`src/rtl/mpuart_addr_filter.sv`:
```
module mpuart_addr_filter #(
  parameter int CHAR_W = 8
) (
  input  logic              clk,
  input  logic              rst_n,
  input  logic [1:0]        filter_mode,
  input  logic [CHAR_W-1:0] node_addr,
  input  logic              sw_accept,
  input  logic [CHAR_W-1:0] rx_char,
  input  logic              rx_is_addr,
  input  logic              rx_valid,
  output logic [CHAR_W-1:0] out_data,
  output logic              out_valid,
  output logic              irq,
  output logic              first_of_frame
);

  localparam logic [1:0] MODE_ALL  = 2'b00;
  localparam logic [1:0] MODE_SW   = 2'b01;
  localparam logic [1:0] MODE_HWI  = 2'b10;

  logic in_frame, open_pending;
  logic hit, fwd, tag_first;

  assign hit = rx_is_addr && (rx_char == node_addr);

  always_comb begin
    fwd = 1'b0;
    if (rx_valid) begin
      unique case (filter_mode)
        MODE_ALL: fwd = 1'b1;
        MODE_SW:  fwd = rx_is_addr || sw_accept;
        MODE_HWI: fwd = rx_is_addr ? hit : in_frame;
        default:  fwd = !rx_is_addr && in_frame;
      endcase
    end
  end

  assign tag_first = fwd && !rx_is_addr && filter_mode[1] && open_pending;

  always_ff @(posedge clk) begin
    if (!rst_n) begin
      in_frame       <= 1'b0;
      open_pending   <= 1'b0;
      out_valid      <= 1'b0;
      irq            <= 1'b0;
      first_of_frame <= 1'b0;
      out_data       <= '0;
    end else begin
      if (rx_valid && rx_is_addr) begin
        in_frame     <= hit;
        open_pending <= hit;
      end else if (tag_first) begin
        open_pending <= 1'b0;
      end
      out_valid      <= fwd;
      irq            <= fwd;
      first_of_frame <= tag_first;
      if (fwd) out_data <= rx_char;
    end
  end


  irq_with_valid_chk: assert property (@(posedge clk) disable iff (!rst_n)
    irq |-> out_valid);


  first_with_valid_chk: assert property (@(posedge clk) disable iff (!rst_n)
    first_of_frame |-> out_valid);


  no_spurious_valid_chk: assert property (@(posedge clk) disable iff (!rst_n)
    !rx_valid |=> !out_valid);


  pass_all_chk: assert property (@(posedge clk) disable iff (!rst_n)
    (rx_valid && filter_mode == MODE_ALL) |=> (out_valid && irq && !first_of_frame));


  foreign_addr_drop_chk: assert property (@(posedge clk) disable iff (!rst_n)
    (rx_valid && rx_is_addr && rx_char != node_addr && filter_mode[1]) |=> !out_valid);


  silent_addr_chk: assert property (@(posedge clk) disable iff (!rst_n)
    (rx_valid && rx_is_addr && filter_mode == 2'b11) |=> !out_valid);


  first_only_data_chk: assert property (@(posedge clk) disable iff (!rst_n)
    (rx_valid && rx_is_addr) |=> !first_of_frame);

endmodule

```
`config.mk`:
```
export PLATFORM = sky130hd
export DESIGN_NAME = mpuart_addr_filter
export DESIGN_NICKNAME = d
export VERILOG_FILES = /design/src/rtl/mpuart_addr_filter.sv
export SDC_FILE = /design/constraint.sdc
export NUM_CORES = 1
export LEC_CHECK = 0
export BUFFER_PORTS_ARGS = -buffer_cell sky130_fd_sc_hd__clkbuf_2
export CORE_AREA = 5 5 45 47
export DETAILED_ROUTE_END_ITERATION = 6
export DIE_AREA = 0 0 50 52
export PLACE_DENSITY = 0.77
export SETUP_SLACK_MARGIN = 0.1
export SYNTH_ARGS = -nofsm -noshare
export SYNTH_HDL_FRONTEND = slang
export SYNTH_SLANG_ARGS = --single-unit
```
`constraint.sdc`:
```
create_clock -name clk -period 1.6 [get_ports clk]
set_input_delay 0.32 -clock clk [delete_from_list [all_inputs] [get_ports clk]]
set_output_delay 0.32 -clock clk [all_outputs]
set_load 0.05 [all_outputs]
```
==> flow_summary.ini <==
[cells_and_area]
nets = 131
syn2layout_area_growth_pct = 41.03
finalInstanceArea_um2 = 855.8
fillers = 158
seqCellArea_um2 = 240.2
drive_gt1_frac = 0.4206
n_antenna_cell = 0
multi_input_area_um2 = 347.8

[timing]
skew_ps = 3.064
relSlewSlack = 0.5909
fin_crit_sh = 0.8282
slew_viol_final = 0
hold_violations = 0
tightest_slew_ps = 613.7
setup_violations = 0
setup_ws_ps = 274.9
rsz0062_at_grt = no
period_needed_ps = 1325
fmax_mhz = 754.7

[synthesis]
syn_area_um2 = 606.8
ys_warn_count = 0
synth_cells = 67
syn_avg_cell_area_um2 = 9.057
ys_ff_latch = 12
yosys.cell_types.count = 19
yosysSeqAreaShare = 0.3959
syn_nets = 90

[global_routing]
grt_max_degree = 21
use_met1 = 0.1250
grt_use_met3 = 0.02006
grt_pass1_wl_um = 2166
globalRouteMet2Util = 0.1736
grt_pass1_vias = 543
gr-max-usage-layer = met2
grtUsageTotal = 0.1069
antenna_found_initial = 0
overflow = 0

[clock_network]
postCtsHoldBufs = 0
ctsRootBufferMaster = clkbuf_4
cts_setup_buffers = 0
tritoncts = built
insertion_delay_ps = 270
cts.clk_slew.worst_paths_ps = 80
htreeDepth = 1
cts.sinks = 12
cts_buffers = 3
cts_buffer_depth = 2
ctsResizeCount = 0

[setup_path]
critPathMaxFanout = 5
worstPathRequired_ps = 1800
cp_data_arrival_time_ps = 1530
worst_setup_path_end_kind = flop
reg2regPathDepth = 4
rrSetupSlack_ps = 300
cp-start-kind = primary input
crit_type = primary input to flop

[drt]
viasPerCell = 4.718
vias = 585
routedWlPerCell_um = 11.13
drt_iter0_drc = 4
firstDrtPassIters = 2
drc = 0
routed_wirelength_um = 1380
antenna_left = 0

[placed_design]
dp_hpwl_um = 1104
place_congestion = 0.7538
postPlaceCellArea_um2 = 812.0
place_ws_ps = -115.6
io_buffers = 33

[power_and_ir_drop]
leakagePower_nw = 0.4441
powerDensity_nw_per_um2 = 842.7
vdd_drop_max_v = 0.0003408

[run]
drv_cap = 0

[status]
status = complete, no violations

[hold_path]
hold_path.class = primary input to flop
hold_depth = 3

[floorplanning]
core_um2 = 1614
die_area_um2 = 2600
dieWidth_um = 50
die_y_um = 52
initial_core_util = 0.3760
rows = 15
ios = 34
## registers in the layout, summed over array words and instances, names as in the netlist
name / count
open_pending: 1
irq: 1
out_data: 8
first_of_frame: 1
in_frame: 1
## layer usage
layer  wire (um)  share of wire  vias up
met5           0              0        -
met1         553           0.40      259
met2         721           0.52       16
met3          89          0.064        2
li1            -              -      308
met4          17          0.012        0
## critical path: stages
cell	delay [ps]
clkbuf_2	100
nor3b_1	200
o21ai_1	120
a22oi_1	540
mux2i_1	240
## final cells by class
class	count	area share
clock buffers	4	0.04240
multi-input cells	52	0.4064
repair buffers	39	0.2456
flip-flops and latches	12	0.2807
well taps	17	0.02485
## final timing paths
path,startpoint,end
setup / recovery,rx_is_addr,out_data[0]$_SDFFE_PN0P_
hold reg to reg,out_data[7]$_SDFFE_PN0P_,out_data[7]$_SDFFE_PN0P_
hold / removal,rx_char[1],out_data[1]$_SDFFE_PN0P_
setup reg to reg,in_frame$_SDFFE_PN0P_,out_data[0]$_SDFFE_PN0P_
## cells in the mapped netlist
| master | count | area share |
|---|---|---|
| dfxtp_1 | 12 | 0.40 |
| buf_4 | 1 | 0.012 |
| nor2b_1 | 3 | 0.031 |
| nor3_2 | 1 | 0.016 |
| o21ai_1 | 1 | 0.0082 |
| o211a_1 | 1 | 0.016 |
| buf_6 | 1 | 0.019 |
| mux2i_1 | 8 | 0.13 |
| xnor2_1 | 8 | 0.12 |
| nand4_1 | 1 | 0.010 |
| nand2b_1 | 1 | 0.010 |
| mux2_1 | 1 | 0.019 |
| a21boi_1 | 1 | 0.012 |
| nor3b_1 | 1 | 0.012 |
| a22oi_2 | 1 | 0.021 |
| clkbuf_1 | 2 | 0.012 |
| nand2_1 | 20 | 0.12 |
| and4b_1 | 1 | 0.016 |
| nand3_1 | 2 | 0.016 |
## through the flow
stage / TNS, ps / util / total power, mW / hold slack, ps / instances
after global placement: -83.92 / 0.5031 / 0.4821 / 446.5 / 119
after global routing: 0 / 0.5302 / 0.7568 / 309.0 / 124
after CTS: 0 / 0.5256 / 0.7270 / 286.8 / 123
final: 0 / 0.5302 / 0.7212 / 289.2 / 124
after detailed placement: -610.5 / 0.5031 / 0.4850 / 451.6 / 119
after floorplan: 0 / - / 0.4254 / 435.3 / 67
## where the power goes
group | leakage, nW | total [mW] | internal [mW] | switching, mW
Combinational | 0.325 | 0.164 | 0.0669 | 0.0970
Clock | 0.0210 | 0.242 | 0.138 | 0.104
Sequential | 0.0977 | 0.315 | 0.310 | 0.00527
## kinds of logic after synthesis
kind of cell	count (synthesis)	share of synthesized area
XOR/XNOR	8	0.1155
multiplexers	9	0.1505
flip-flops	12	0.3959
AND/OR/NAND/NOR	30	0.2371
AO/OA/AOI/OAI	4	0.05773
buffers and inverters	4	0.04331
## cell usage in the layout, fill, tap and decap left out, drive strengths merged
cell type  synthesis  layout
o211a              1       1
clkbuf             2      37
o21ai              1       1
nand3              2       2
buf                2       6
xnor2              8       8
nand2b             1       1
nand4              1       1
nor3               1       1
and4b              1       1
nor2b              3       3
dfxtp             12      12
mux2               1       1
mux2i              8       8
a22oi              1       2
nand2             20      20
nor3b              1       1
a21boi             1       1
(Power assumes the default switching activity.)
